## config.mk

```make
export PLATFORM = sky130hd
export DESIGN_NAME = z80_read_wait_gen
export DESIGN_NICKNAME = d
export VERILOG_FILES = /design/src/rtl/z80rw_pkg.sv /design/src/rtl/z80rw_sync.sv /design/src/rtl/z80rw_cycle_detect.sv /design/src/rtl/z80rw_grace_timer.sv /design/src/rtl/z80_read_wait_gen.sv
export SDC_FILE = /design/constraint.sdc
export NUM_CORES = 1
export LEC_CHECK = 0
export ABC_AREA = 0
export BUFFER_PORTS_ARGS = -buffer_cell sky130_fd_sc_hd__buf_2
export CAP_MARGIN = 20
export CORE_MARGIN = 5
export CORE_UTILIZATION = 47
export DETAILED_ROUTE_END_ITERATION = 6
export HOLD_SLACK_MARGIN = 0.06
export MAX_ROUTING_LAYER = met4
export PLACE_DENSITY = 0.82
export REMOVE_ABC_BUFFERS = 1
export SETUP_SLACK_MARGIN = 0.05
export SYNTH_ARGS = -nofsm -noshare
export SYNTH_HDL_FRONTEND = slang
export SYNTH_SLANG_ARGS = --single-unit
```

## constraint.sdc

```tcl
create_clock -name clk -period 2.2 [get_ports clk]
set_clock_uncertainty 0.15 [all_clocks]
set_input_delay 0.22 -clock clk [delete_from_list [all_inputs] [get_ports clk]]
set_output_delay 0.22 -clock clk [all_outputs]
set_load 0.01 [all_outputs]
```

## src/rtl/z80rw_pkg.sv

```systemverilog
package z80rw_pkg;

  // Phases of one CPU read as seen from the command clock.
  typedef enum logic [1:0] {
    RS_IDLE  = 2'd0,  // no read in progress
    RS_PEND  = 2'd1,  // request out, grace count running
    RS_DRIVE = 2'd2,  // data returned, driving CPU bus
    RS_FLUSH = 2'd3   // CPU gave up, swallowing the late response
  } rd_phase_t;

  localparam int GRACE_LIMIT = 7;
  localparam int GRACE_CW    = $clog2(GRACE_LIMIT + 2);

endpackage

```

## src/rtl/z80rw_sync.sv

```systemverilog
module z80rw_sync #(
  parameter int          WIDTH   = 3,
  parameter logic [WIDTH-1:0] IDLE_VAL = '1
) (
  input  logic             clk,
  input  logic             rst,
  input  logic [WIDTH-1:0] async_in,
  output logic [WIDTH-1:0] sync_out
);

  // Two flops per strobe bit.
  for (genvar b = 0; b < WIDTH; b++) begin : g_bit
    logic stage1, stage2;
    always_ff @(posedge clk) begin
      if (rst) begin
        stage1 <= IDLE_VAL[b];
        stage2 <= IDLE_VAL[b];
      end else begin
        stage1 <= async_in[b];
        stage2 <= stage1;
      end
    end
    assign sync_out[b] = stage2;
  end

endmodule

```

## src/rtl/z80rw_cycle_detect.sv

```systemverilog
module z80rw_cycle_detect (
  input  logic clk,
  input  logic rst,
  input  logic m1_n_s,
  input  logic mreq_n_s,
  input  logic rd_n_s,
  output logic rd_active,
  output logic rd_start,
  output logic rd_is_fetch
);

  logic active_q;

  assign rd_active   = !mreq_n_s && !rd_n_s;
  assign rd_start    = rd_active && !active_q;
  assign rd_is_fetch = !m1_n_s;

  always_ff @(posedge clk) begin
    if (rst) active_q <= 1'b0;
    else     active_q <= rd_active;
  end

endmodule

```

## src/rtl/z80rw_grace_timer.sv

```systemverilog
module z80rw_grace_timer
  import z80rw_pkg::*;
#(
  parameter int GRACE_FETCH = 3,
  parameter int GRACE_READ  = 3
) (
  input  logic clk,
  input  logic rst,
  input  logic load,
  input  logic load_fetch,
  input  logic run,
  output logic at_limit,
  output logic past_limit
);

  localparam logic [GRACE_CW-1:0] LIM_F = GRACE_CW'(GRACE_FETCH);
  localparam logic [GRACE_CW-1:0] LIM_R = GRACE_CW'(GRACE_READ);

  logic [GRACE_CW-1:0] count_q;
  logic [GRACE_CW-1:0] limit_q;

  // Saturates one step past the limit: enough to tell "already stalled".
  always_ff @(posedge clk) begin
    if (rst) begin
      count_q <= '0;
      limit_q <= '0;
    end else if (load) begin
      count_q <= '0;
      limit_q <= load_fetch ? LIM_F : LIM_R;
    end else if (run && count_q <= limit_q) begin
      count_q <= count_q + 1'b1;
    end
  end

  assign at_limit   = (count_q == limit_q);
  assign past_limit = (count_q >  limit_q);

endmodule

```

## src/rtl/z80_read_wait_gen.sv

```systemverilog
module z80_read_wait_gen
  import z80rw_pkg::*;
#(
  parameter int ADDR_W      = 16,
  parameter int DATA_W      = 8,
  parameter int GRACE_FETCH = 3,
  parameter int GRACE_READ  = 3
) (
  input  logic              clk,
  input  logic              rst,
  input  logic              cpu_m1_n,
  input  logic              cpu_mreq_n,
  input  logic              cpu_rd_n,
  input  logic [ADDR_W-1:0] cpu_addr,
  output logic              cpu_wait_n,
  output logic [DATA_W-1:0] cpu_dout,
  output logic              cpu_dout_en,
  output logic              mem_req_valid,
  input  logic              mem_req_ready,
  output logic [ADDR_W-1:0] mem_req_addr,
  input  logic              mem_rsp_valid,
  input  logic [DATA_W-1:0] mem_rsp_data
);

  localparam int STROBES = 3;

  logic [STROBES-1:0] strobe_s;
  logic rd_active, rd_start, rd_is_fetch;
  logic at_limit, past_limit;
  rd_phase_t phase_q;
  logic [DATA_W-1:0] byte_q;
  logic req_q;
  logic [ADDR_W-1:0] addr_q;
  logic req_done;
  logic stall;

  z80rw_sync #(.WIDTH(STROBES), .IDLE_VAL('1)) u_sync (
    .clk      (clk),
    .rst      (rst),
    .async_in ({cpu_m1_n, cpu_mreq_n, cpu_rd_n}),
    .sync_out (strobe_s)
  );

  z80rw_cycle_detect u_detect (
    .clk         (clk),
    .rst         (rst),
    .m1_n_s      (strobe_s[2]),
    .mreq_n_s    (strobe_s[1]),
    .rd_n_s      (strobe_s[0]),
    .rd_active   (rd_active),
    .rd_start    (rd_start),
    .rd_is_fetch (rd_is_fetch)
  );

  z80rw_grace_timer #(
    .GRACE_FETCH (GRACE_FETCH),
    .GRACE_READ  (GRACE_READ)
  ) u_timer (
    .clk        (clk),
    .rst        (rst),
    .load       (phase_q == RS_IDLE && rd_start),
    .load_fetch (rd_is_fetch),
    .run        (phase_q == RS_PEND),
    .at_limit   (at_limit),
    .past_limit (past_limit)
  );

  assign req_done = req_q && mem_req_ready;

  // A response landing exactly on the expiry cycle suppresses the stall;
  // once stalled, the response cycle itself still shows WAIT low.
  assign stall = (phase_q == RS_PEND) &&
                 (past_limit || (at_limit && !mem_rsp_valid));

  always_ff @(posedge clk) begin
    if (rst) begin
      phase_q <= RS_IDLE;
      req_q   <= 1'b0;
      addr_q  <= '0;
      byte_q  <= '0;
    end else begin
      unique case (phase_q)
        RS_IDLE: begin
          if (rd_start) begin
            phase_q <= RS_PEND;
            req_q   <= 1'b1;
            addr_q  <= cpu_addr;
          end
        end
        RS_PEND: begin
          if (req_done) req_q <= 1'b0;
          if (mem_rsp_valid) begin
            byte_q  <= mem_rsp_data;
            phase_q <= rd_active ? RS_DRIVE : RS_IDLE;
          end else if (!rd_active) begin
            phase_q <= RS_FLUSH;
          end
        end
        RS_DRIVE: begin
          if (!rd_active) phase_q <= RS_IDLE;
        end
        RS_FLUSH: begin
          if (req_done) req_q <= 1'b0;
          if (mem_rsp_valid) phase_q <= RS_IDLE;
        end
        default: phase_q <= RS_IDLE;
      endcase
    end
  end

  assign cpu_wait_n    = !stall;
  assign cpu_dout_en   = (phase_q == RS_DRIVE);
  assign cpu_dout      = byte_q;
  assign mem_req_valid = req_q;
  assign mem_req_addr  = addr_q;

endmodule

```

## Word-level counts from Yosys, hierarchy flattened

Index checks and enable logic that the tools add are counted.

| word-level totals | value |
|---|---|
| flip-flop bits (word level) | 37 |
| output and inout bits | 27 |
| logic and storage cells | 54 |
| input port bits | 31 |

| cells by class | value |
|---|---|
| mux-type cells | 10 |
| $add $sub $neg | 1 |
| equal/unequal tests | 9 |
| magnitude comparators | 2 |
| reductions and logical operators | 21 |

Operators by type and width:

| kind | count |
|---|---|
| $mux 2 | 6 |
| $pmux 2 s4 | 1 |
| $logic_and 1x1->1 | 7 |
| $ne 2x2->1 const B | 3 |
| $logic_not 1->1 | 5 |
| $add 4x1->4 const B | 1 |
| $eq 2x2->1 const B | 2 |
| $eq 4x2->1 | 1 |
| $gt 4x2->1 | 1 |
| $le 4x2->1 | 1 |
| $reduce_and 2->1 | 2 |
| $reduce_and 4->1 | 1 |
| $reduce_or 2->1 | 2 |
| $ne 3x3->1 const B | 1 |
| $reduce_and 3->1 | 1 |
| $eq 2x1->1 const B | 1 |
| $logic_not 2->1 | 1 |
| $mux 1 | 2 |
| $ne 2x1->1 const B | 1 |
| $pmux 1 s2 | 1 |
| $reduce_bool 2->1 | 1 |
| $logic_or 1x1->1 | 1 |

## Depth between registers and ports, before layout

| depth | value |
|---|---|
| word-level depth | 5 |
| gate-level depth with buffers | 7 |
| gate-level depth less buffers | 6 |

## Modules after synthesis

From an unflattened synthesis, not the netlist that was laid out.

| second synthesis, totals | value |
|---|---|
| cells, all modules | 175 |
| area total of the unflattened synthesis | 1562.7 um2 |

Modules (own cells, without submodules):

| module | instances | cells each | area each (um2) | sequential area each (um2) |
|---|---|---|---|---|
| z80_read_wait_gen | 1 | 125 | 1056.0 | 540.5 |
| z80rw_grace_timer | 1 | 30 | 289.0 | 100.1 |
| z80rw_sync | 1 | 15 | 180.2 | 120.1 |
| z80rw_cycle_detect | 1 | 5 | 37.5 | 20.0 |

## Worst setup path after synthesis

Ideal clock, no wire load.

| timing | value |
|---|---|
| kind | register -> register |
| from | register u_sync.g_bit[0].stage2 |
| to | register addr_q[0], in the netlist mem_req_addr[0] |
| required time | 1.915 ns |
| arrival | 1.413 ns |
| slack | 0.501 ns |
| clock period less this slack | 1.699 ns |
| buffers on the path | 3 |
| stages on the path, launching flop included | 8 |
| setup time | 0.135 ns |
| path through | dfxtp_1 -> or2_1 -> buf_6 -> or4_1 -> buf_6 -> buf_6 -> nand2_1 -> a21oi_1 |

| on the way | value |
|---|---|
| cells in the longest elaborated chain, start to end | 4 |

RTL lines:

| what | line | text |
|---|---|---|
| start, declared | z80rw_sync.sv:13 | `logic stage1, stage2;` |
| start signal, assigned | z80rw_sync.sv:17 | `stage2 <= IDLE_VAL[b];` |
| start signal, assigned | z80rw_sync.sv:20 | `stage2 <= stage1;` |
| $logic_not 1->1 | z80rw_cycle_detect.sv:14 | `assign rd_active = !mreq_n_s && !rd_n_s;` |
| $logic_and 1x1->1 | z80rw_cycle_detect.sv:14 |  |
| $logic_and 1x1->1 | z80rw_cycle_detect.sv:15 | `assign rd_start = rd_active && !active_q;` |
| $reduce_and 2->1 (no source line) | -- |  |
| end signal, assigned | z80_read_wait_gen.sv:87 | `addr_q <= cpu_addr;` |
| end, declared | z80_read_wait_gen.sv:33 | `logic [ADDR_W-1:0] addr_q;` |

Every way passes these cells.
A chain may end at the register's enable or synchronous reset.

## Final worst setup path

| timing | value |
|---|---|
| from | register u_timer.count_q[0] |
| to | output cpu_wait_n |

| on the way | value |
|---|---|
| cells in the longest elaborated chain, start to end | 5 |
| elaborated cells between the ends (all ways) | 6 |
| classes of those cells | 1 x order compare; 1 x eq/ne; 4 x reduce/logical |

RTL lines:

| what | line | text |
|---|---|---|
| start, declared | z80rw_grace_timer.sv:19 | `logic [GRACE_CW-1:0] count_q;` |
| start signal, assigned | z80rw_grace_timer.sv:31 | `count_q <= count_q + 1'b1;` |
| parallel branches: the longest is 2 deep, another holds $gt 4x2->1 | -- |  |
| $logic_or 1x1->1 * | z80_read_wait_gen.sv:73 | `(past_limit \|\| (at_limit && !mem_rsp_valid));` |
| $logic_and 1x1->1 * | z80_read_wait_gen.sv:72 | `assign stall = (phase_q == RS_PEND) &&` |
| $logic_not 1->1 * | z80_read_wait_gen.sv:111 | `assign cpu_wait_n = !stall;` |
| end, declared | z80_read_wait_gen.sv:15 | `output logic cpu_wait_n,` |

Mark *: on every way between the ends.

==> flow_summary.toml <==
[grt]
grt.overflow.total = 0
grt_use_total = 0.207
antenna_found_initial = 0
grt_pass1_vias = 1437
grt_pass1_wl_um = 6500
grt_max_degree = 35

[power]
switching_share = 0.203
clkPwrFrac = 0.383
combPwrFrac = 0.081
p_sw_mw = 0.257
p_leak_nw = 0.905
p_per_area_mw_per_mm2 = 601
power_frac_seq = 0.536
p_total_mw = 1.27
p_int_mw = 1.01
vdd_drop_max_mv = 0.547

[sta]
clock.fmax_mhz = 505
fin_ws_ps = 222
setup_viol = 0
fin_setup_tns_ps = 0
report.final.hold_viol_count = 0
fin_crit_sh = 0.899
slew_headroom = 0.603
report.final.slew_viol_count = 0
period_needed_ps = 1980
tightest_slew_ps = 595
rsz0062_at_grt = "no"

[worst_setup_path]
reg2reg_slack_ps = 400
start_kind = "flop"
worst-endpoint-required_ps = 1830
crit_fanout = 3
crit_type = "flop to output pin"
crit_arrival_ps = 1610
critPathCaptureType = "output pin"

[floorplan]
ios = 58
dieArea_mm2 = 0.00424
die_y_um = 65.1
initial_core_util = 0.480
core_mm2 = 0.00298
fp.dieW_um = 65.1
rows = 20

[clock_tree]
cts_max_level = 2
path_clk_slew_ps = 100
cts_made_buffers = 5
clk_latency_ps = 330
cts_sinks = 37
root_buffer = "clkbuf_4"
clockBufferDepth = 2
cts_tree = "done"

[routing]
wl_um = 3920
vias_per_cell = 5.13
vias = 1473
ant_nets = 0
wl_per_cell_um = 13.6
dr.pass1.iters = 5
drc = 0
drt_iter0_markers = 52

[final_layout]
synthToLayoutAreaGrowth_pct = 47.6
fillCellCount = 209
final_layout_size_suffix_gt1_frac = 0.323
final_nets = 287
fin_area_mm2 = 0.00211
fin_util = 0.708
insertedDiodeCount = 0

[placed_design]
numPortBuffers = 56
post_dp_cell_area_mm2 = 0.00171
gp_congestion = 0.729
dp_hpwl_um = 2180
post-place-ws_ps = 405

[yosys]
syn_area_mm2 = 0.00143
yosysUniqueCellTypes = 26
yosysWarnings = 0
synthCells = 169
syn_area_per_cell_um2 = 8.45
ys_ff_latch = 37
yosysSeqAreaShare = 0.518

[outcome]
status = "complete, no violations"

[run]
drv_cap = 0

[min_path]
hold_path.class = "primary input to flop"
-- timing repair --
item | CTS | global route
endpoints found under the hold margin | 27 | 0
endpoints found under the setup margin | 1 | 1
setup buffers | 1 | 0
hold buffers | 27 | 0
gates resized for setup | 3 | 4
pin swaps | 1 | 2
-- power groups by stage --
stage / Sequential [mW] / Clock (mW) / Combinational [mW]
final: 0.679 / 0.485 / 0.103
after CTS: 0.679 / 0.498 / 0.0977
after global placement: 0.694 / 0 / 0.0596
after detailed placement: 0.694 / 0 / 0.0607
after global routing: 0.681 / 0.523 / 0.113
after floorplan: 0.696 / 0 / 0.0163
-- synth_stat cells --
master    number  area share
a21oi_1       28       0.098
a21oi_2        2       0.012
a31oi_1        1      0.0044
a41oi_1        1      0.0061
and2_1         1      0.0044
buf_1          1      0.0026
buf_2          1      0.0035
buf_6          3       0.024
clkbuf_1       5       0.013
dfxtp_1       37        0.52
ha_1           3       0.026
inv_1          3      0.0079
nand2_1       45        0.12
nand2b_1       2      0.0088
nand3_1       10       0.035
nor2_1         5       0.013
nor2b_1        5       0.022
nor3b_1        1      0.0053
nor4_4         1       0.015
o21a_1         1      0.0053
o21ai_0        5       0.018
o21ba_2        1      0.0070
o31ai_1        1      0.0053
or2_1          1      0.0044
or2_2          4       0.018
or4_1          1      0.0053
-- metal layers --
layer / vias to the layer above / track usage / routed length [um]
met3: 14 / 0.0581 / 261
li1: 731 / - / -
met1: 662 / 0.237 / 1590
met5: - / - / 0
met4: 0 / 0.0881 / 121
met2: 66 / 0.340 / 1950
-- metrics by stage --
| stage | hold WS, ps | cells |
|---|---|---|
| global placement | 244 | 251 |
| detailed placement | 244 | 251 |
| global route | 123 | 287 |
| floorplan | 132 | 159 |
| finish | 113 | 287 |
| CTS | 105 | 287 |
-- logic make-up after synthesis --
kind of cell | count (synthesis) | share of synthesized area
compound gates | 40 | 0.156
fa+ha+maj | 3 | 0.0263
buf+inv | 13 | 0.0508
flops | 37 | 0.518
simple gates | 76 | 0.249
-- path summary, 6_finish.rpt --
kind | startpoint | to | cells past startpoint
worst min-delay path | mem_rsp_valid | cpu_dout[6]$_SDFFE_PP0P_ | 3
worst max register to register | u_sync.g_bit[0].stage2$_SDFF_PP1_ | mem_req_addr[0]$_SDFFE_PP0P_ | 5
worst max-delay path | u_timer.count_q[0]$_SDFFE_PP0P_ | cpu_wait_n | 7
worst min register to register | u_sync.g_bit[1].stage1$_SDFF_PP1_ | u_sync.g_bit[1].stage2$_SDFF_PP1_ | 1
-- area by class of cell --
cell class | count | area, um^2 | area share
inverter | 3 | 11.3 | 0.00534
tap | 33 | 41.3 | 0.0196
sequential | 37 | 743 | 0.352
timing repair buffer | 87 | 581 | 0.275
multi-input combinational | 119 | 648 | 0.307
clock buffer | 7 | 55.1 | 0.0261
clock inverter | 1 | 30.0 | 0.0142
-- placed cells by master (no fill, tap or decap) --
| cell type | Yosys | layout |
|---|---|---|
| clkbuf_8 | 0 | 1 |
| nand3_1 | 10 | 10 |
| nor2b_1 | 5 | 5 |
| o21ba_2 | 1 | 1 |
| nand2_1 | 45 | 45 |
| or4_1 | 1 | 1 |
| and2_1 | 1 | 1 |
| nor2_1 | 5 | 5 |
| ha_4 | 0 | 2 |
| inv_2 | 0 | 2 |
| inv_1 | 3 | 1 |
| nand2b_4 | 0 | 1 |
| buf_2 | 1 | 56 |
| a31oi_1 | 1 | 1 |
| bufinv_16 | 0 | 1 |
| a21oi_2 | 2 | 2 |
| a41oi_1 | 1 | 1 |
| nor4_4 | 1 | 1 |
| dfxtp_2 | 0 | 2 |
| or2_1 | 1 | 1 |
| a21oi_1 | 28 | 28 |
| nand2b_1 | 2 | 1 |
| nor3b_1 | 1 | 1 |
| o21ai_0 | 5 | 5 |
| dlygate4sd3_1 | 0 | 27 |
| ha_1 | 3 | 1 |
| or2_2 | 4 | 4 |
| clkbuf_4 | 0 | 5 |
| buf_4 | 0 | 4 |
| clkbuf_1 | 5 | 1 |
| o21a_1 | 1 | 1 |
| o31ai_1 | 1 | 1 |
| dfxtp_1 | 37 | 35 |
-- flip-flops by register name, summed over array words and instances (netlist names) --
| signal | flops |
|---|---|
| u_timer.count_q | 4 |
| u_timer.limit_q | 1 |
| u_sync.g_bit.stage1 | 2 |
| cpu_dout | 8 |
| u_sync.g_bit.stage2 | 2 |
| phase_q | 2 |
| mem_req_addr | 16 |
| u_detect.active_q | 1 |
| mem_req_valid | 1 |
-- critical path, cell delays in order, from the launching register on --
cell	delay, ps
dfxtp_2	350
inv_2	50
ha_4	210
nand2b_4	130
a21oi_1	120
a31oi_1	60
o31ai_1	190
buf_2	160
No activity file was read; power rests on OpenSTA's default activity.
